==> config.mk <==
export PLATFORM = sky130hd
export DESIGN_NAME = retrig_oneshot
export DESIGN_NICKNAME = d
export VERILOG_FILES = /design/src/rtl/os_pkg.sv /design/src/rtl/os_control.sv /design/src/rtl/os_datapath.sv /design/src/rtl/retrig_oneshot.sv
export SDC_FILE = /design/constraint.sdc
export NUM_CORES = 1
export LEC_CHECK = 0
export BUFFER_PORTS_ARGS = -buffer_cell sky130_fd_sc_hd__clkbuf_2
export CORE_UTILIZATION = 41
export DETAILED_ROUTE_END_ITERATION = 10
export GPL_ROUTABILITY_DRIVEN = 0
export PLACE_DENSITY_LB_ADDON = 0.05
export SYNTH_ARGS = -nofsm -noshare
export SYNTH_HDL_FRONTEND = slang
export SYNTH_HIERARCHICAL = 1
export SYNTH_SLANG_ARGS = --single-unit
==> constraint.sdc <==
create_clock -name clk -period 11 [get_ports clk]
set_input_delay 2.2 -clock clk [delete_from_list [all_inputs] [get_ports clk]]
set_output_delay 2.2 -clock clk [all_outputs]
set_load 0.03 [all_outputs]
==> src/rtl/os_pkg.sv <==
package osPkg;

  // Decisions sent from control to datapath for one cycle
  typedef struct packed {
    logic load;   // accepted trigger: restart the duration
    logic clear;  // sampled clear is active: kill the pulse
  } osStrobe_t;

  // Timer state returned to control
  typedef struct packed {
    logic busy;      // pulse in progress
    logic spaceMet;  // enough cycles since last accepted trigger
  } osStatus_t;

  localparam int IN_COUNT = 3;
  localparam int IDX_A    = 0;  // active-low trigger
  localparam int IDX_B    = 1;  // active-high trigger
  localparam int IDX_C    = 2;  // active-low clear

endpackage

==> src/rtl/os_control.sv <==
module osControl
  import osPkg::*;
(
  input  logic      clk,
  input  logic      rst_n,
  input  logic      trigLowN,
  input  logic      trigHigh,
  input  logic      clrN,
  input  osStatus_t status,
  output osStrobe_t strobe
);

  // Idle-looking reset values; edges are ignored until two real samples exist
  localparam logic [IN_COUNT-1:0] IDLE_LVL = 3'b101;

  logic [IN_COUNT-1:0] rawIn;
  logic [IN_COUNT-1:0] curSmp;
  logic [IN_COUNT-1:0] prevSmp;
  logic [1:0]          primed;

  assign rawIn = {clrN, trigHigh, trigLowN};

  genvar gi;
  generate
    for (gi = 0; gi < IN_COUNT; gi++) begin : g_smp
      always_ff @(posedge clk or negedge rst_n) begin
        if (!rst_n) begin
          curSmp[gi]  <= IDLE_LVL[gi];
          prevSmp[gi] <= IDLE_LVL[gi];
        end else begin
          curSmp[gi]  <= rawIn[gi];
          prevSmp[gi] <= curSmp[gi];
        end
      end
    end
  endgenerate

  always_ff @(posedge clk or negedge rst_n) begin
    if (!rst_n) primed <= 2'b00;
    else        primed <= {primed[0], 1'b1};
  end

  logic aFall, bRise, cRise;
  logic aArm, bArm, cArm;
  logic fireRaw, fire;

  always_comb begin
    aFall = prevSmp[IDX_A] & ~curSmp[IDX_A];
    bRise = ~prevSmp[IDX_B] & curSmp[IDX_B];
    cRise = ~prevSmp[IDX_C] & curSmp[IDX_C];
    aArm  = ~curSmp[IDX_A];
    bArm  = curSmp[IDX_B];
    cArm  = curSmp[IDX_C];
    fireRaw = (aFall & bArm) | (bRise & aArm) | (cRise & aArm & bArm);
    fire    = primed[1] & cArm & fireRaw;
  end

  always_comb begin
    strobe.clear = ~curSmp[IDX_C];
    strobe.load  = fire & (~status.busy | status.spaceMet);
  end

endmodule

==> src/rtl/os_datapath.sv <==
module osDatapath
  import osPkg::*;
#(
  parameter int CNT_W = 16
) (
  input  logic             clk,
  input  logic             rst_n,
  input  logic [CNT_W-1:0] durN,
  input  osStrobe_t        strobe,
  output osStatus_t        status,
  output logic             pulseOut,
  output logic             pulseOutN
);

  localparam int PW = CNT_W + 2;
  localparam logic [CNT_W-1:0] AGE_MAX = {CNT_W{1'b1}};

  logic [CNT_W-1:0] effDur;
  logic [PW-1:0]    triple;
  logic [PW-1:0]    tenth;
  logic [CNT_W-1:0] minSpace;
  logic [CNT_W-1:0] remain;
  logic [CNT_W-1:0] age;
  logic             busy;

  // Length of 0 behaves as 1; spacing is 30% of length, at least one cycle
  always_comb begin
    effDur   = (durN == '0) ? CNT_W'(1) : durN;
    triple   = PW'(effDur) * PW'(3);
    tenth    = triple / PW'(10);
    minSpace = (tenth == '0) ? CNT_W'(1) : CNT_W'(tenth);
  end

  always_ff @(posedge clk or negedge rst_n) begin
    if (!rst_n) begin
      remain <= '0;
    end else if (strobe.clear) begin
      remain <= '0;
    end else if (strobe.load) begin
      remain <= effDur;
    end else if (busy) begin
      remain <= remain - 1'b1;
    end
  end

  always_ff @(posedge clk or negedge rst_n) begin
    if (!rst_n) begin
      age <= '0;
    end else if (strobe.load) begin
      age <= CNT_W'(1);
    end else if (age != AGE_MAX) begin
      age <= age + 1'b1;
    end
  end

  assign busy            = (remain != '0);
  assign status.busy     = busy;
  assign status.spaceMet = (age >= minSpace);

  // Sampled clear masks the output in the same cycle it is seen
  assign pulseOut  = busy & ~strobe.clear;
  assign pulseOutN = ~pulseOut;

endmodule

==> src/rtl/retrig_oneshot.sv <==
module retrig_oneshot
  import osPkg::*;
#(
  parameter int CNT_W = 16
) (
  input  logic             clk,
  input  logic             rst_n,
  input  logic             trigLowN,
  input  logic             trigHigh,
  input  logic             clrN,
  input  logic [CNT_W-1:0] durN,
  output logic             pulseOut,
  output logic             pulseOutN
);

  osStrobe_t ctlStrobe;
  osStatus_t dpStatus;

  osControl u_ctl (
    .clk      (clk),
    .rst_n    (rst_n),
    .trigLowN (trigLowN),
    .trigHigh (trigHigh),
    .clrN     (clrN),
    .status   (dpStatus),
    .strobe   (ctlStrobe)
  );

  osDatapath #(.CNT_W(CNT_W)) u_dp (
    .clk       (clk),
    .rst_n     (rst_n),
    .durN      (durN),
    .strobe    (ctlStrobe),
    .status    (dpStatus),
    .pulseOut  (pulseOut),
    .pulseOutN (pulseOutN)
  );

endmodule

==> parameters.txt, run 1 <==
Parameter                              Value

Run status
  Status ... finished with violations
  Violated checks ... setup timing

Placement
  Instance count after placement with tap cells included ... ~1k
  Placed standard-cell area ... just over 7000 um2
  Count of input and output buffers ... 22
  Detailed Place HPWL ... ~13000 um

Finish
  Final Non-Filler Cells ... 1074
  Synthesis-to-finish area growth ... 62.7%
  Most frequent standard cell in the layout excluding fill and tap cells ... sky130_fd_sc_hd__buf_4
  Fraction of layout instances using a drive strength above 1 ... approximately 50%
  Final-layout fill cell count ... 1053
  Finished Cell Area ... 8610 um2
  Net count reported at finish ... approximately 960
  Final core utilization ... 68.2%
  ANT cells ... 0
  Leading cell types in the layout, fill and taps excluded ... 209 x sky130_fd_sc_hd__buf_4, 51 x sky130_fd_sc_hd__nor2_1, 41 x sky130_fd_sc_hd__nand2_1

Timing
  FMAX ... around 0.085 GHz
  Fin crit period ... 11.78 ns
  Slew at the pin with the worst max-slew slack ... ~1.1 ns
  Fraction of the cycle the final worst path needs ... 107%
  Final critical-path setup slack ... -0.777 ns
  # setup viols final ... 32
  Relative slew margins ... between 20% and 30%
  Final Skew ... about 0.0043 ns
  Final-report hold violation count ... 0
  Number of max-slew violations in the final report ... 0
  Unrepaired setup endpoints after global routing ... yes

Yosys
  Post-synth design cell area ... 5290 um2
  Yosys Warn Count ... 6
  Share of synthesized area occupied by flip-flops and latches ... about a fifth
  Netlist cell types ... between 90 and 100
  Post-synth top flop ... sky130_fd_sc_hd__dfrtp_1
  Number of synthesized flops with an enable pin ... 0
  Net Count, Synth ... between 700 and 800
  Gate count of the mapped netlist ... 674
  Mean area per synthesized cell ... 7.85 um2
  Post-synth ARST share ... 100%
  Number of synthesized register bits ... 40

Global route
  Global-route wire length before repair ... about 28000 um
  Gr ovfl total ... 0
  Met2 routing resource usage after global routing ... 45.8%
  Global routing usage on met3 ... under 10%
  Global routing met1 resource utilization ... a little under two fifths
  Global-route total usage across every layer ... roughly 27%
  Antenna violations before repair ... 0
  Via count of the first global-routing pass ... 5785
  Pin count of the biggest net entering global routing ... 41
  Most used routing layer ... met2

Critical path
  Slowest Stage Delay on Critical Path ... between 0.4 and 0.5 ns
  Slowest stage cell on the critical path ... sky130_fd_sc_hd__or4_1
  Critical path data arrival time ... 12.00 ns
  Nature of the critical path endpoint ... flip-flop
  Setup crit start kind ... input pin
  Worst endpoint required time ... 11.22 ns
  Reg-to-reg slack, setup ... around 7.3 ns
  WS Path Type ... input pin to flip-flop
  Crit Path Max Fanout ... 6

Power
  Power after layout ... 2080 uW
  Pwr Density ... 242 nW/um2
  Worst vdd rail ir drop ... 0.212 mV
  Static power due to leakage ... ~0.0037 uW

Die
  Chip height ... around 120 um
  Count of standard-cell rows ... between 40 and 50
  Die outline area ... roughly 13000 um2
  I/O Pins ... 23
  Starting utilization of the core area ... 41.9%
  Core region area ... between 10000 and 15000 um2
  Horiz. Die Dim ... 116 um

Route
  Number of vias per cell after detailed routing ... about 5.7
  Number of violations reported at the end of detailed-routing iteration 0 ... about 400
  Count of unresolved DRC violations after routing ... 0
  Detailed-routing iteration count for the pre-antenna-repair pass ... 5
  Detail Route Antenna Nets ... 0
  Post-DR wirelength/cell ... between 15 and 20 um
  Via count ... 6099
  WL final ... ~18000 um

Clock network
  Latest clock arrival within the worst-skew pair ... just under 0.3 ns
  CTS HTree Levels ... 2
  Cts bufs inserted ... 5
  Clock transition at the registers of the reported paths ... ~0.06 ns
  Clock tree from TritonCTS ... built
  Clock sink count ... 40
  CTS Hold Buffers Added ... 0
  Clock root buffer master ... sky130_fd_sc_hd__clkbuf_16
  Deepest clock path buffer count ... 2

Flow run
  Number of maximum-capacitance constraint violations ... 0

Worst hold path
  Min-delay worst type ... flip-flop to flip-flop
-- cell usage after synthesis, types with 4 or more instances --
cell                       count  area, um2
sky130_fd_sc_hd__a211oi_1     12       90.1
sky130_fd_sc_hd__a21o_1        6       45.0
sky130_fd_sc_hd__a21oi_1      54        270
sky130_fd_sc_hd__a221o_1       5       50.1
sky130_fd_sc_hd__a31oi_1       8       50.1
sky130_fd_sc_hd__and2_1        5       31.3
sky130_fd_sc_hd__and3_1        6       37.5
sky130_fd_sc_hd__buf_2        13       65.1
sky130_fd_sc_hd__clkbuf_1     21       78.8
sky130_fd_sc_hd__dfrtp_1      36        901
sky130_fd_sc_hd__dfstp_2       4        105
sky130_fd_sc_hd__ha_1         41        513
sky130_fd_sc_hd__inv_1        28        105
sky130_fd_sc_hd__mux2i_1       7       70.1
sky130_fd_sc_hd__nand2_1      45        169
sky130_fd_sc_hd__nand2b_1     12       75.1
sky130_fd_sc_hd__nand3_1      18       90.1
sky130_fd_sc_hd__nand4_1      17        106
sky130_fd_sc_hd__nor2_1       82        308
sky130_fd_sc_hd__nor2b_1       5       31.3
sky130_fd_sc_hd__nor3_1       22        110
sky130_fd_sc_hd__nor4_1        9       56.3
sky130_fd_sc_hd__o211ai_1      6       45.0
sky130_fd_sc_hd__o21a_1        4       30.0
sky130_fd_sc_hd__o21ai_0      25        125
sky130_fd_sc_hd__o21ai_1       6       30.0
sky130_fd_sc_hd__o31ai_1       8       60.1
sky130_fd_sc_hd__or2_2         4       25.0
sky130_fd_sc_hd__or3_1        12       75.1
sky130_fd_sc_hd__xnor2_1      23        201
sky130_fd_sc_hd__xor2_1       25        219
-- worst max-delay path, delay by kind of cell --
kind | cells | cell delay [ns]
AO/OA/AOI/OAI | 20 | 3.49
XOR/XNOR | 2 | 0.37
adder cells (fa/ha/maj) | 3 | 0.71
buffers and inverters | 7 | 0.96
multiplexers | 2 | 0.56
AND/OR/NAND/NOR | 24 | 3.67
-- state kept, by name, indices dropped and copies added (netlist names) --
name           count
u_dp/age          16
u_ctl/curSmp       1
u_ctl/cArm         1
u_dp/remain       16
u_ctl/bArm         1
u_ctl/primed       2
u_ctl/prevSmp      3
-- where the power goes --
part	internal, uW	leakage [uW]	switching, uW	total [uW]
Combinational	854	0.00313	857	1710
Sequential	184	0.000514	44.7	229
Clock	83.6	0.0000736	60.1	144
-- cell families (layout without fill, tap and decap cells) --
kind of cell,count (synthesis),count (layout),synth area share [%]
AND/OR/NAND/NOR,261,261,25.5
AO/OA/AOI/OAI,197,199,27.9
buffers and inverters,69,295,5.84
XOR/XNOR,51,51,9.08
adder cells (fa/ha/maj),44,44,10.5
flip-flops,40,40,19.0
multiplexers,11,11,2.22
other,1,1,0.0708
-- area by class of cell --
cell class	instances	area, um2	share of cell area (%)
multi-input cells	567	4910	57.0
repair buffers	258	2160	25.1
flip-flops and latches	40	1010	11.7
well taps	172	215	2.50
inverters	29	176	2.05
clock buffers	5	125	1.45
clock inverters	3	18.8	0.218
-- through the flow --
stage	setup TNS [ns]	setup slack [ns]	hold slack, ns
final	-22.84	-0.777	0.350
after global routing	-40.28	-1.32	0.367
after global placement	-28.65	-0.982	0.338
after CTS	-17.73	-0.631	0.354
after floorplan	-3.49	-0.176	0.331
after detailed placement	-35.03	-1.18	0.342
-- layer usage --
metal  part of all wire [%]  vias up
li1                       -     2961
met1                     46     2941
met2                     49      168
met3                    3.7       29
met4                    1.7        0
met5                      0        -
-- worst paths after layout --
kind,from,to,depth (start not counted)
setup / recovery,durN[2],u_dp/remain[0]$_DFFE_PN0P_,58
hold / removal,u_ctl/primed[0]$_DFF_PN0_,u_ctl/primed[1]$_DFF_PN0_,0
setup reg to reg,u_dp/age[0]$_DFFE_PN0P_,u_dp/remain[0]$_DFFE_PN0P_,26
hold reg to reg,u_ctl/primed[0]$_DFF_PN0_,u_ctl/primed[1]$_DFF_PN0_,0
max in group asynchronous,rst_n,u_dp/age[12]$_DFFE_PN0P_,1
min in group asynchronous,rst_n,u_dp/remain[7]$_DFFE_PN0P_,1
-- timing repair --
item | 4_1_cts | 5_1_grt
buffers inserted | 16 | 28
pin swaps | 53 | 81
cloned | 5 | 2
gates resized for setup | 83 | 126
setup endpoints to repair | 32 | 32
Note: power is estimated with default switching activity, not from simulation.
==> inputs of run 2 (changes only) <==
--- a/config.mk
+++ b/config.mk
@@ -10,7 +10,7 @@
 export DETAILED_ROUTE_END_ITERATION = 10
 export GPL_ROUTABILITY_DRIVEN = 0
 export PLACE_DENSITY_LB_ADDON = 0.05
+export RECOVER_POWER = 100
 export SYNTH_ARGS = -nofsm -noshare
 export SYNTH_HDL_FRONTEND = slang
-export SYNTH_HIERARCHICAL = 1
 export SYNTH_SLANG_ARGS = --single-unit
==> parameters.txt, run 2 <==
Parameter                              Value

Run status
  Status ... finished with violations (unchanged)
  Violated checks ... capacitance limit, slew limit, setup timing (was setup timing)

Finish
  Final core utilization ... 69.7% (was 68.2%)
  Synthesis-to-finish area growth ... 64.1% (was 62.7%)
  Leading cell types in the layout, fill and taps excluded ... 204 x sky130_fd_sc_hd__buf_4, 59 x sky130_fd_sc_hd__nor2_1, 40 x sky130_fd_sc_hd__nand2_1 (was 209 x sky130_fd_sc_hd__buf_4, 51 x sky130_fd_sc_hd__nor2_1, 41 x sky130_fd_sc_hd__nand2_1)
  Finished Cell Area ... 8870 um2 (was 8610 um2)
  ANT cells ... 0 (unchanged)
  Final Non-Filler Cells ... 1108 (was 1074)
  Most frequent standard cell in the layout excluding fill and tap cells ... sky130_fd_sc_hd__buf_4 (unchanged)
  Net count reported at finish ... 998 (was 964)
  Fraction of layout instances using a drive strength above 1 ... 49.7% (was 50.2%)
  Regs by FF count ... u_dp.age (16), u_dp.remain (16), u_ctl.prevSmp (3) (was u_dp/age (16), u_dp/remain (16), u_ctl/prevSmp (3))

Timing
  Slew at the pin with the worst max-slew slack ... 2.13 ns (was 1.05 ns)
  Fraction of the cycle the final worst path needs ... 105% (was 107%)
  Final Skew ... 0.00266 ns (was 0.00430 ns)
  Final-report hold violation count ... 0 (unchanged)
  Number of max-slew violations in the final report ... 41 (was 0)
  # setup viols final ... 32 (unchanged)
  Final worst hold slack ... 0.348 ns (was 0.350 ns)
  Fin crit period ... 11.50 ns (was 11.78 ns)
  FMAX ... 0.0869 GHz (was 0.0849 GHz)
  Unrepaired setup endpoints after global routing ... yes (unchanged)
  Final critical-path setup slack ... -0.503 ns (was -0.777 ns)
  Relative slew margins ... -42.3% (was 29.5%)

Clock network
  Cts bufs inserted ... 5 (unchanged)
  Clock tree from TritonCTS ... built (unchanged)
  Latest clock arrival within the worst-skew pair ... 0.29 ns (about the same)
  Clock sink count ... 40 (unchanged)
  CTS Hold Buffers Added ... 0 (unchanged)
  Deepest clock path buffer count ... 2 (unchanged)
  Clock root buffer master ... sky130_fd_sc_hd__clkbuf_16 (unchanged)
  Clock transition at the registers of the reported paths ... 0.06 ns (about the same)
  CTS HTree Levels ... 2 (unchanged)

Power
  Worst vdd rail ir drop ... 0.143 mV (was 0.212 mV)
  Power after layout ... 2490 uW (was 2080 uW)
  Static power due to leakage ... 0.00379 uW (was 0.00372 uW)
  Pwr Density ... 281 nW/um2 (was 242 nW/um2)

Die
  Count of standard-cell rows ... 41 (unchanged)
  Starting utilization of the core area ... 42.5% (was 41.9%)
  Horiz. Die Dim ... 117 um (was 116 um)
  Die outline area ... 13700 um2 (was 13400 um2)
  I/O Pins ... 23 (unchanged)
  Chip height ... 117 um (was 116 um)
  Core region area ... 12700 um2 (was 12600 um2)

Placement
  Instance count after placement with tap cells included ... 1045 (was 1017)
  Placed standard-cell area ... 7230 um2 (was 7190 um2)
  Detailed Place HPWL ... 13500 um (was 13300 um)
  Count of input and output buffers ... 22 (unchanged)

Route
  Detail Route Antenna Nets ... 0 (unchanged)
  Number of vias per cell after detailed routing ... 5.80 (was 5.68)
  Detailed-routing iteration count for the pre-antenna-repair pass ... 5 (unchanged)
  WL final ... 19100 um (was 18400 um)
  Via count ... 6427 (was 6099)
  Count of unresolved DRC violations after routing ... 0 (unchanged)
  Post-DR wirelength/cell ... 17.3 um (was 17.1 um)
  Number of violations reported at the end of detailed-routing iteration 0 ... 439 (was 402)

Yosys
  Post-synth top flop ... sky130_fd_sc_hd__dfrtp_1 (unchanged)
  Top post-synthesis cells by area ... sky130_fd_sc_hd__dfrtp_1 17%, sky130_fd_sc_hd__ha_1 9.5%, sky130_fd_sc_hd__nor2_1 6.7% (was sky130_fd_sc_hd__dfrtp_1 17%, sky130_fd_sc_hd__ha_1 9.7%, sky130_fd_sc_hd__nor2_1 5.8%)
  Number of synthesized register bits ... 40 (unchanged)
  Gate count of the mapped netlist ... 705 (was 674)
  Post-synth ARST share ... 100% (unchanged)
  Post-synth top cells ... 97 x sky130_fd_sc_hd__nor2_1, 51 x sky130_fd_sc_hd__a21oi_1, 41 x sky130_fd_sc_hd__ha_1, 41 x sky130_fd_sc_hd__nand2_1, 36 x sky130_fd_sc_hd__dfrtp_1 (was 82 x sky130_fd_sc_hd__nor2_1, 54 x sky130_fd_sc_hd__a21oi_1, 45 x sky130_fd_sc_hd__nand2_1)
  Netlist cell types ... 94 (unchanged)
  Number of synthesized flops with an enable pin ... 0 (unchanged)
  Cell type contributing the most total cell area after synthesis ... sky130_fd_sc_hd__dfrtp_1 (unchanged)
  Simple-gate portion of the synthesized area ... 25.7% (was 25.5%)
  Net Count, Synth ... 768 (was 737)
  Fraction of synthesized area in multiplexers ... 1.73% (was 2.22%)
  Yosys Warn Count ... 0 (was 6)
  Post-synthesis compound-gate area fraction ... 30.2% (was 27.9%)
  Largest family of logic cells by synthesized area ... compound AO/OA/AOI/OAI gates (unchanged)
  Area share of the largest cell type after synthesis ... 16.7% (was 17.0%)
  Share of synthesized area occupied by flip-flops and latches ... 18.6% (was 19.0%)
  Mean area per synthesized cell ... 7.67 um2 (was 7.85 um2)
  Adder and majority gate portion of the synthesized area ... 10.4% (was 10.5%)
  Xor/xnor share of the synthesized area ... 7.77% (was 9.08%)
  Most repeated cell in the gate-level netlist after synthesis ... sky130_fd_sc_hd__nor2_1 (unchanged)
  Post-synth design cell area ... 5410 um2 (was 5290 um2)

Critical path
  Setup crit start kind ... input pin (unchanged)
  Slowest stage cell on the critical path ... sky130_fd_sc_hd__a221oi_4 (was sky130_fd_sc_hd__or4_1)
  Slowest Stage Delay on Critical Path ... 0.42 ns (was 0.47 ns)
  Critical path data arrival time ... 11.68 ns (was 12.00 ns)
  Crit Path Max Fanout ... 9 (was 6)
  Worst endpoint required time ... 11.17 ns (was 11.22 ns)
  WS Path Type ... input pin to flip-flop (unchanged)
  Cell seen most often among critical-path stages ... sky130_fd_sc_hd__buf_4
  Reg-to-reg slack, setup ... 6.47 ns (was 7.29 ns)
  Nature of the critical path endpoint ... flip-flop (unchanged)

Global route
  Global-route total usage across every layer ... 27.5% (was 27.0%)
  Global routing met1 resource utilization ... 35.5% (was 36.9%)
  Global routing usage on met3 ... 3.30% (was 3.61%)
  Most used routing layer ... met2 (unchanged)
  Pin count of the biggest net entering global routing ... 41 (unchanged)
  Antenna violations before repair ... 0 (unchanged)
  Global-route wire length before repair ... 29800 um (was 28400 um)
  Gr ovfl total ... 0 (unchanged)
  Via count of the first global-routing pass ... 6143 (was 5785)
  Met2 routing resource usage after global routing ... 48.0% (was 45.8%)

Flow run
  Number of maximum-capacitance constraint violations ... 1 (was 0)

Worst hold path
  Min-delay worst type ... flip-flop to flip-flop (unchanged)
-- run 2: area by class of cell --
class | instances | area (um2)
sequential | 40 | 1010
inverter | 33 | 204
clock inverter | 3 | 90.1
timing repair buffer | 254 | 2100
fill | 997 | 3850
clock buffer | 5 | 125
tap | 172 | 215
multi-input combinational | 601 | 5130
-- run 2: final timing paths --
| check | from | endpoint | cells past startpoint |
|---|---|---|---|
| max | durN[13] | u_dp.remain[1]$_DFFE_PN0P_ | 58 |
| min | u_ctl.primed[0]$_DFF_PN0_ | u_ctl.primed[1]$_DFF_PN0_ | 0 |
| max reg2reg | u_dp.remain[0]$_DFFE_PN0P_ | u_dp.remain[1]$_DFFE_PN0P_ | 13 |
| min reg2reg | u_ctl.primed[0]$_DFF_PN0_ | u_ctl.primed[1]$_DFF_PN0_ | 0 |
| max in group asynchronous | rst_n | u_dp.age[2]$_DFFE_PN0P_ | 1 |
| min in group asynchronous | rst_n | u_ctl.prevSmp[1]$_DFF_PN0_ | 1 |
-- run 2: what timing repair did --
| item | in CTS | in global routing |
|---|---|---|
| gates resized for setup | 120 | 130 |
| cloned | 1 | 5 |
| endpoints found under the setup margin | 32 | 32 |
| pin swaps | 58 | 75 |
| buffers inserted | 25 | 23 |
-- run 2: report_power, final --
part	switching [uW]	total [uW]	internal, uW
combinational	1020	2010	998
clock	63.0	216	153
sequential	62.6	264	201
total	1140	2490	1350
-- run 2: through the flow --
step                worst slack [ns]  TNS, ns
global route                  -0.966   -28.09
global placement              -0.897   -25.21
detailed placement             -1.18   -33.47
CTS                           -0.347    -7.49
finish                        -0.503   -13.09
floorplan                     -0.151    -2.01
-- run 2: critical path: cells and delay by family --
kind / cells / cell delay, ns
and+or+nand+nor: 18 / 2.10
buffers and inverters: 13 / 1.80
muxes: 1 / 0.14
AOI/OAI and AO/OA: 23 / 4.62
adders and majority gates: 3 / 0.80
-- run 2: per-layer routing --
layer,vias to the layer above,wire length [um]
li1,3091,-
met1,3100,8430
met2,192,9450
met3,44,708
met4,0,547
met5,-,0
-- run 2: cells by family (layout without fill, tap and decap cells) --
group                    after synthesis  after routing
AO/OA/AOI/OAI                        222            223
XOR/XNOR                              48             48
adder cells (fa/ha/maj)               45             45
buffers and inverters                 65            295
flip-flops                            40             40
multiplexers                           9              9
other                                  1              1
AND/OR/NAND/NOR                      275            275
